--- src/rtl/mmu_pf_pkg.sv ---
// Shared definitions for the display MMU prefetcher.
// Assumes: at most four planes, because the page-size select bits sit
// between bit 8 and the depth field at bit 12.
package mmu_pf_pkg;

    typedef enum logic [1:0] {
        PF_OFF     = 2'd0,
        PF_PARTIAL = 2'd1,
        PF_FULL    = 2'd2
    } pf_mode_e;

    localparam int CTL_EN_BIT      = 0;
    localparam int CTL_PARTIAL_BIT = 4;
    localparam int CTL_BIG_LSB     = 8;
    localparam int CTL_DEPTH_LSB   = 12;
    localparam int DEPTH_W         = 7;
    localparam int SHIFT_W         = 5;

    // log2 of the page size for a mode and a page-size select bit
    function automatic logic [SHIFT_W-1:0] page_shift(pf_mode_e m, logic big);
        if (m == PF_PARTIAL) return big ? SHIFT_W'(16) : SHIFT_W'(12);
        else                 return big ? SHIFT_W'(21) : SHIFT_W'(20);
    endfunction

endpackage

--- src/rtl/mmu_pf_cfg.sv ---
// Configuration capture. On frame_start it decodes the control word into
// the mode, the depth and one page shift per plane, and it holds the plane
// base and size until the next frame_start.
// Assumes: NPL <= 4.
module mmu_pf_cfg
    import mmu_pf_pkg::*;
#(
    parameter int AW  = 32,
    parameter int NPL = 3
) (
    input  logic                          clk,
    input  logic                          rst_n,
    input  logic                          frame_start,
    input  logic [31:0]                   ctrl_word,
    input  logic [NPL*AW-1:0]             base_flat,
    input  logic [NPL*AW-1:0]             size_flat,
    output pf_mode_e                      mode,
    output logic [DEPTH_W-1:0]            depth,
    output logic [NPL-1:0][SHIFT_W-1:0]   shift,
    output logic [NPL-1:0][AW-1:0]        base,
    output logic [NPL-1:0][AW-1:0]        size
);

    pf_mode_e mode_dec;

    // decode the requested mode from the enable and mode bits
    always_comb begin
        if (!ctrl_word[CTL_EN_BIT])          mode_dec = PF_OFF;
        else if (ctrl_word[CTL_PARTIAL_BIT]) mode_dec = PF_PARTIAL;
        else                                 mode_dec = PF_FULL;
    end

    // capture mode and depth at frame start
    always_ff @(posedge clk) begin
        if (!rst_n) begin
            mode  <= PF_OFF;
            depth <= '0;
        end else if (frame_start) begin
            mode  <= mode_dec;
            depth <= ctrl_word[CTL_DEPTH_LSB +: DEPTH_W];
        end
    end

    for (genvar p = 0; p < NPL; p++) begin : g_plane
        // capture the descriptor and page shift of plane p at frame start
        always_ff @(posedge clk) begin
            if (!rst_n) begin
                shift[p] <= '0;
                base[p]  <= '0;
                size[p]  <= '0;
            end else if (frame_start) begin
                shift[p] <= page_shift(mode_dec, ctrl_word[CTL_BIG_LSB + p]);
                base[p]  <= base_flat[p*AW +: AW];
                size[p]  <= size_flat[p*AW +: AW];
            end
        end
    end

endmodule

--- src/rtl/mmu_pf_plane.sv ---
// Progress tracker for one plane. It works out the page range that the
// plane's buffer covers, keeps a cursor to the next page to request, and
// records the highest page the reader has touched. It asks for a slot
// while the cursor is below both the page count and the mode's limit.
// Assumes: base + size does not wrap the address space.
module mmu_pf_plane
    import mmu_pf_pkg::*;
#(
    parameter int AW = 32
) (
    input  logic               clk,
    input  logic               rst_n,
    input  logic               frame_start,
    input  pf_mode_e           mode,
    input  logic [DEPTH_W-1:0] depth,
    input  logic [SHIFT_W-1:0] shift,
    input  logic [AW-1:0]      base,
    input  logic [AW-1:0]      size,
    input  logic               read_valid,
    input  logic [AW-1:0]      read_addr,
    input  logic               take,
    output logic               want,
    output logic [AW-1:0]      page_addr
);

    localparam int CW = AW + 1;

    logic [AW-1:0] first_pg, last_pg, cursor, rmax, rpage;
    logic [CW-1:0] npages, limit, cur_w;
    logic          seen, hit;

    // page range covered by the buffer
    always_comb begin
        first_pg = base >> shift;
        last_pg  = (base + size - AW'(1)) >> shift;
        npages   = (size == '0) ? '0 : ({1'b0, last_pg - first_pg} + CW'(1));
    end

    // does the current read fall inside this plane, and on which page
    always_comb begin
        hit   = read_valid && (read_addr >= base) && ((read_addr - base) < size);
        rpage = (read_addr >> shift) - first_pg;
    end

    // request limit for the mode, and whether a request is due
    always_comb begin
        cur_w = {1'b0, cursor};
        case (mode)
            PF_FULL:    limit = npages;
            PF_PARTIAL: limit = seen ? ({1'b0, rmax} + CW'(depth) + CW'(1))
                                     : CW'(depth);
            default:    limit = '0;
        endcase
        want      = (cur_w < npages) && (cur_w < limit);
        page_addr = (first_pg + cursor) << shift;
    end

    // advance the cursor on a grant and follow the reader's highest page
    always_ff @(posedge clk) begin
        if (!rst_n || frame_start) begin
            cursor <= '0;
            rmax   <= '0;
            seen   <= 1'b0;
        end else begin
            if (take) cursor <= cursor + AW'(1);
            if (hit && (!seen || rpage > rmax)) begin
                rmax <= rpage;
                seen <= 1'b1;
            end
        end
    end

endmodule

--- src/rtl/mmu_pf_pick.sv ---
// Fixed-priority selector. It grants the lowest-numbered plane that wants
// a slot. In full mode this gives plane-by-plane order.
module mmu_pf_pick #(
    parameter int N = 3
) (
    input  logic [N-1:0] want,
    output logic [N-1:0] gnt,
    output logic         any
);

    // isolate the lowest set bit
    always_comb begin
        gnt = want & (~want + N'(1));
        any = |want;
    end

endmodule

--- src/rtl/mmu_prefetcher.sv ---
// Display MMU translation prefetcher, top level. It captures the
// configuration at frame start, runs one tracker per plane, picks one
// plane per cycle and holds the chosen page in an output register that
// stays stable until the MMU accepts it.
// Assumes: read addresses come from the layer that this block serves.
module mmu_prefetcher
    import mmu_pf_pkg::*;
#(
    parameter int AW  = 32,
    parameter int NPL = 3
) (
    input  logic              clk,
    input  logic              rst_n,
    input  logic              frame_start,
    input  logic [31:0]       ctrl_word,
    input  logic [NPL*AW-1:0] plane_base,
    input  logic [NPL*AW-1:0] plane_size,
    input  logic              read_valid,
    input  logic [AW-1:0]     read_addr,
    output logic              req_valid,
    input  logic              req_ready,
    output logic [AW-1:0]     req_addr,
    output logic              full_done
);

    pf_mode_e                    cfg_mode;
    logic [DEPTH_W-1:0]          cfg_depth;
    logic [NPL-1:0][SHIFT_W-1:0] cfg_shift;
    logic [NPL-1:0][AW-1:0]      cfg_base, cfg_size, pg_addr;
    logic [NPL-1:0]              want, gnt, take;
    logic                        any, load_en;
    logic [AW-1:0]               sel_addr;

    mmu_pf_cfg #(.AW(AW), .NPL(NPL)) cfg_i (
        .clk(clk), .rst_n(rst_n), .frame_start(frame_start),
        .ctrl_word(ctrl_word), .base_flat(plane_base), .size_flat(plane_size),
        .mode(cfg_mode), .depth(cfg_depth), .shift(cfg_shift),
        .base(cfg_base), .size(cfg_size)
    );

    for (genvar p = 0; p < NPL; p++) begin : g_trk
        mmu_pf_plane #(.AW(AW)) plane_i (
            .clk(clk), .rst_n(rst_n), .frame_start(frame_start),
            .mode(cfg_mode), .depth(cfg_depth), .shift(cfg_shift[p]),
            .base(cfg_base[p]), .size(cfg_size[p]),
            .read_valid(read_valid), .read_addr(read_addr),
            .take(take[p]), .want(want[p]), .page_addr(pg_addr[p])
        );
    end

    mmu_pf_pick #(.N(NPL)) pick_i (.want(want), .gnt(gnt), .any(any));

    // the slot can load when it is empty or is being drained
    always_comb begin
        load_en = !req_valid || req_ready;
        take    = (load_en && !frame_start) ? gnt : '0;
    end

    // mux the granted plane's page address
    always_comb begin
        sel_addr = '0;
        for (int p = 0; p < NPL; p++)
            if (gnt[p]) sel_addr = sel_addr | pg_addr[p];
    end

    // output register holding the offered request
    always_ff @(posedge clk) begin
        if (!rst_n || frame_start) begin
            req_valid <= 1'b0;
            req_addr  <= '0;
        end else if (load_en) begin
            req_valid <= any;
            if (any) req_addr <= sel_addr;
        end
    end

    // full mode is done when no plane wants more and the slot is empty
    always_comb full_done = (cfg_mode == PF_FULL) && !any && !req_valid;

endmodule

--- config.mk ---
export PLATFORM = sky130hd
export DESIGN_NAME = mmu_prefetcher
export DESIGN_NICKNAME = d
export VERILOG_FILES = /design/src/rtl/mmu_pf_pkg.sv /design/src/rtl/mmu_pf_cfg.sv /design/src/rtl/mmu_pf_plane.sv /design/src/rtl/mmu_pf_pick.sv /design/src/rtl/mmu_prefetcher.sv
export SDC_FILE = /design/constraint.sdc
export NUM_CORES = 2
export LEC_CHECK = 0
export BUFFER_PORTS_ARGS = -buffer_cell sky130_fd_sc_hd__buf_2
export CAP_MARGIN = 20
export CORE_MARGIN = 2
export CORE_UTILIZATION = 48
export DETAILED_ROUTE_END_ITERATION = 8
export PLACE_DENSITY = 0.71
export SETUP_SLACK_MARGIN = 0.02
export SLEW_MARGIN = 0
export SYNTH_ARGS = -nofsm -noshare
export SYNTH_HDL_FRONTEND = slang
export SYNTH_SLANG_ARGS = --single-unit
--- constraint.sdc ---
create_clock -name clk -period 14.12 [get_ports clk]
set_clock_uncertainty 0.05 [all_clocks]
set_input_delay 0 -clock clk [delete_from_list [all_inputs] [get_ports clk]]
set_output_delay 0 -clock clk [all_outputs]
set_load 0.03 [all_outputs]
* After elaboration in Yosys (flattened, before gate mapping)
Index checks and enable logic that the tools add are counted.
** Word-level totals
- Logic and storage cells :: 143
- Register bits after elaboration :: 444
- Input port bits :: 261
** Operators by class
- Shift-type cells :: 12
- Equality and inequality tests :: 3
- Order comparisons :: 15
- Muxes and demuxes :: 24
- Reduce and logical (&&, ||, !) cells :: 32
- $add $sub $neg :: 31
- Bitwise logic cells :: 4
** Operators by type and width (number)
- $shr 32x5->32 :: 9
- $sub 32x32->32 :: 9
- $lt 32x33->1 :: 6
- $mux 33 :: 6
- $pmux 33 s2 :: 3
- $add 32x32->32 :: 6
- $add 32x1->33 const B :: 3
- $add 32x7->33 :: 3
- $add 33x1->33 const B :: 3
- $add 32x1->32 const B :: 3
- $ge 32x32->1 :: 3
- $gt 32x32->1 :: 3
- $logic_not 32->1 :: 3
- $lt 32x32->1 :: 3
- $mux 32 :: 3
- $shl 32x5->32 :: 3
- $sub 32x1->32 const B :: 3
- $or 32x32->32 :: 2
- $mux 5 :: 6
- $logic_and 1x1->1 :: 15
- $logic_not 1->1 :: 7
- $logic_or 1x1->1 :: 5
- $eq 2x1->1 const B :: 2
- $mux 2 :: 2
- 8 further kinds :: 10

* Longest topological paths before layout
- Depth after elaboration :: 17
- Depth in mapped cells :: 54

* Hierarchy
A second synthesis with hierarchy kept.
** Second synthesis, totals
- Cells, all modules :: 10817
- Area total of the unflattened synthesis :: 79378.6 µm²
** Modules (own cells, without submodules)
- mmu_pf_plane at g_trk[2].plane_i :: instances 1, cells each 3337, area each 23383.7 µm², seq. area each 1301.2 µm²
- mmu_pf_plane at g_trk[0].plane_i :: instances 1, cells each 3334, area each 23149.7 µm², seq. area each 1301.2 µm²
- mmu_pf_plane at g_trk[1].plane_i :: instances 1, cells each 3273, area each 22967.0 µm², seq. area each 1301.2 µm²
- mmu_pf_cfg :: instances 1, cells each 702, area each 8230.4 µm², seq. area each 4264.1 µm²
- mmu_prefetcher :: instances 1, cells each 167, area each 1620.3 µm², seq. area each 660.6 µm²
- mmu_pf_pick :: instances 1, cells each 4, area each 27.5 µm², seq. area each 0.0 µm²

* Worst setup path after synthesis
Ideal clock, no wire load.
- Path type :: register to register
- Start :: register cfg_i.base[1] in the netlist's numbering
- End :: register g_trk[0].plane_i.cursor[27]
- Arrival :: 10.503 ns
- Stages on the path, launching flop included :: 50
- Setup slack :: 3.440 ns
- Buffers on the path :: 3
- Clock period less this slack :: 10.680 ns
- Cell sequence :: dfxtp_1 inv_1 ha_1 inv_1 ha_1 inv_1 fa_1 nor2b_1 o2111ai_1 and3_1 nor3b_1 a221oi_1 o21ai_0 a21oi_1 xnor2_1 xnor2_1 mux2_2 a221oi_1 [14 not listed] a32oi_1 or2_2 ha_1 a21oi_1 nor2b_1 o21ai_0 nand2_1 a211o_1 o21a_1 a211o_1 or4b_1 buf_2 a211o_1 buf_6 buf_6 nor3_2 xnor2_1 nor2_1
** On the way
- Word-level cells in the longest chain between the ends :: 13
- Elaborated cells on any way between the ends :: 15
- Those cells by class :: add/sub (5); order compare (2); shift (2); mux (3); bitwise (2); reduce/logical (1)
** RTL lines
- from (decl) :: line mmu_pf_cfg.sv:20 : output logic [NPL-1:0][AW-1:0] base,
- from (signal, indexed assignment) :: line mmu_pf_cfg.sv:53 : base[p] <= base_flat[p*AW +: AW];
- $add 32x32->32 :: line mmu_pf_plane.sv:35 : last_pg = (base + size - AW'(1)) >> shift;
- $sub 32x1->32 :: line mmu_pf_plane.sv:35
- $shr 32x5->32 :: line mmu_pf_plane.sv:35
- $sub 32x32->32 * :: line mmu_pf_plane.sv:36 : npages = (size == '0) ? '0 : ({1'b0, last_pg - first_pg} + CW'(1));
- $add 32x1->33 * :: line mmu_pf_plane.sv:36
- $mux 33 * :: line mmu_pf_plane.sv:36
- $pmux 33 s2 :: line mmu_pf_plane.sv:48 : case (mode)
- $lt 32x33->1 :: line mmu_pf_plane.sv:54 : want = (cur_w < npages) && (cur_w < limit);
- $logic_and 1x1->1 * :: line mmu_pf_plane.sv:54
- $not 3->3 :: line mmu_pf_pick.sv:13 : gnt = want & (~want + N'(1));
- $add 3x1->3 :: line mmu_pf_pick.sv:13
- $and 3x3->3 * :: line mmu_pf_pick.sv:13
- $mux 3 * :: line mmu_prefetcher.sv:56 : take = (load_en && !frame_start) ? gnt : '0;
- to (signal assigned) :: line mmu_pf_plane.sv:65 : if (take) cursor <= cursor + AW'(1);
- to (decl) :: line mmu_pf_plane.sv:28 : logic [AW-1:0] first_pg, last_pg, cursor, rmax, rpage;
Mark *: on every way between the ends. The rest lies on a longest branch, timed or not.
A chain may end at the register's enable or synchronous reset.

* Final worst setup path
- Start :: register cfg_i.base[4] in the netlist's numbering
- End :: output full_done
** On the way
- Word-level cells in the longest chain between the ends :: 13
- Elaborated cells on any way between the ends :: 15
- Those cells by class :: add/sub (4); order compare (2); shift (2); mux (2); reduce/logical (5)
** RTL lines
- $add 32x32->32 :: line mmu_pf_plane.sv:35
- $sub 32x1->32 :: line mmu_pf_plane.sv:35
- $shr 32x5->32 :: line mmu_pf_plane.sv:35
- $sub 32x32->32 * :: line mmu_pf_plane.sv:36
- $add 32x1->33 * :: line mmu_pf_plane.sv:36
- $mux 33 * :: line mmu_pf_plane.sv:36
- $pmux 33 s2 :: line mmu_pf_plane.sv:48
- $lt 32x33->1 :: line mmu_pf_plane.sv:54
- $logic_and 1x1->1 * :: line mmu_pf_plane.sv:54
- $reduce_or 3->1 * :: line mmu_pf_pick.sv:14 : any = |want;
- $logic_not 1->1 * :: line mmu_prefetcher.sv:78 : always_comb full_done = (cfg_mode == PF_FULL) && !any && !req_valid;
- $logic_and 1x1->1 * (2 in a row) :: line mmu_prefetcher.sv:78
- to (decl) :: line mmu_prefetcher.sv:23 : output logic full_done
Marks and branches as above.

==> metrics <==
Syn Nets 10900; Fin. Hold Viols 0; vias in the first global route 70300; GR peak layer met2; router iterations before antenna repair 7; yosys warns 0; Die Span Y 390 um; outcome finished, final reports clean; Row Count 141; FMAX 75.4 MHz; Synth Cell Area 71300 sq um; crit path max fanout 6; CP delay by family, top simple AND/OR/NAND/NOR gates; via count of the routed design 76200; CP required 14.07 ns; post-layout minimum cycle time 13.27 ns; Clock Tree Root clkbuf_16; Die W 390 um; Worst Path Class, Setup reg2out; Max transition margin 0.125; Crit. Startpoint cfg_i.base[4]; H-tree depth 2; most common cell after layout, fill and taps aside ha_1; Synth area leaders ha_1 (17%), dfxtp_1 (12%), mux2i_1 (8.3%); DRT iter0 DRCs 9653; Cell Pwr Density 135 nW/um^2; register area share after synthesis 0.124; RSZ-0062 raised after global routing no; Synth Area per Inst 7.40 sq um; GRT Residual Overflow 0; post-synth top area share 0.169; Worst Path Buf+Inv 4; r2r startpoint cfg_i.base[4]; Reg clk slew, reported paths 0.08 ns; setup tns final 0 ns; Core Area 148000 sq um; # DRC 0; most frequent cells in the layout ha_1 (961), nor2_1 (825), a21oi_1 (795); Worst path max stage delay 0.72 ns; CP max stage cell nor4_1; Tcrit/Tclk final 0.940; arrival time at the worst endpoint 13.22 ns; dpl cells 11500; Post-synth EDFFs 0; ys flop type dfxtp_1; first-pass GRT wire length 441000 um; routing usage on met1 0.506; IO Count 295; IO buf count 274; #FFs+latches synth 441; Final Non-Filler Cells 11800; Worst Hold Class in2reg; DIE AREA 152000 sq um; post-route ant nets 0; share of cells above drive strength 1 0.0830; total CTS buffers 58; Netlist cell types 95; CP dominant cell by count o21ai_0; Total Wirelength 302000 um; total power 0.0106 W; Net count, final 11100; CTS tree built; Synth Instances 9642; LEAKAGE 35.2 nW; drt wl/cell 25.5 um; maxcap violations 0; area grow syn2layout 10.1%; initial core utilization 0.483; Synth async-reset ratio 0; slack of the worst reg-to-reg path 1.03 ns; worst skew pair latency 0.73 ns; endpoint kind of the worst setup timing path primary output; Worst VDD drop 0.112 mV; deepest clock path buffer count 3; clock sink count 441; final setup fails 0; Slew @ Worst Pin 1.31 ns; Vias/cell 6.43; Slew Limit Fails 0; DP HPWL 237000 um; met2 usage 0.565; largest net degree at the start of global routing 107; initial antenna violation count 23; crit path launch type flip-flop; post-synth top area cell ha_1; GRT Util Overall 0.378; met3 GRT Util 0.0730; GP Congestion 1.09; min-delay src plane_size[13]
## cell families after synthesis
| group | synth area share |
|---|---|
| AOI/OAI and AO/OA | 0.238 |
| xor gates and xnor gates | 0.0740 |
| adders and majority gates | 0.174 |
| buffers and inverters | 0.0629 |
| DFF | 0.124 |
| muxes | 0.117 |
| and+or+nand+nor | 0.210 |
## where the power goes
part	switching, W	internal, W	total, W
Combinational	0.00480	0.00278	0.00758
Sequential	0.000169	0.00133	0.00150
Clock	0.000701	0.000868	0.00157
Total	0.00567	0.00497	0.0106
## cells in the mapped netlist (all sizes together) (99+ instances only)
master  number
nor2       827
a21o       261
nand2b     107
a211oi     130
dfxtp      441
nor2b      330
o21a       155
nand2      736
nand4      133
ha         962
clkbuf     368
a21oi      798
inv        745
nand3      201
xor2       147
xnor2      453
or2        148
o21ai      493
mux2i      591
nor3       167
a31oi       99
## per-stage QoR
| stage | instance area, sq um | setup WS [ns] | utilization | hold slack (ns) |
|---|---|---|---|---|
| 6_report | 78600 | 0.849 | 0.532 | 0.0337 |
| 2_1_floorplan | 71300 | 3.44 | - | 0.0581 |
| 5_1_grt | 78500 | 0.0591 | 0.532 | 0.0532 |
| 3_5_place_dp | 74200 | 1.10 | 0.502 | 0.175 |
| 4_1_cts | 78500 | 0.861 | 0.532 | 0.000118 |
| 3_3_place_gp | 74100 | 1.28 | 0.502 | 0.170 |
## flip-flops by register name, summed over array words and instances, names as in the netlist
name,cells
cfg_i.base,96
cfg_i.depth,7
cfg_i.mode,2
cfg_i.shift,12
cfg_i.size,96
g_trk.plane_i.cursor,96
g_trk.plane_i.rmax,96
g_trk.plane_i.seen,3
req_addr,32
req_valid,1
## layer usage
layer | vias up | routed length [um]
met4 | 6 | 20200
met2 | 4173 | 125000
met3 | 847 | 31500
li1 | 35200 | -
met1 | 35900 | 125000
met5 | - | 50
## timing repair
| item | 4_1_cts | 5_1_grt |
|---|---|---|
| hold endpoints to repair | 214 | 0 |
| buffers inserted | 0 | 0 |
| hold buffers | 238 | 0 |
| setup endpoints to repair | 0 | 11 |
| resized for setup | 0 | 2 |
## layout make-up
| type | count | area [sq um] |
|---|---|---|
| antenna | 21 | 52.6 |
| fill | 14000 | 69100 |
| clock buffer | 72 | 1600 |
| clock inverter | 35 | 364 |
| sequential | 441 | 8870 |
| multi-input combinational | 8011 | 58100 |
| inverter | 747 | 2810 |
| tap | 1930 | 2410 |
| timing repair buffer | 591 | 4380 |
## path summary, 6_finish.rpt
| path | endpoint | cells after the start |
|---|---|---|
| min | cfg_i.size[13] | 4 |
| min reg2reg | g_trk[1].plane_i.rmax[22] | 2 |
| max | full_done | 46 |
| max reg2reg | req_addr[28] | 47 |
## tightest hold or removal path, stage by stage
cell           delay (ns)
dlygate4sd3_1        0.51
buf_2                0.09
mux2i_1              0.06
nor2b_1              0.09
Power figures use the tool's default switching activity.
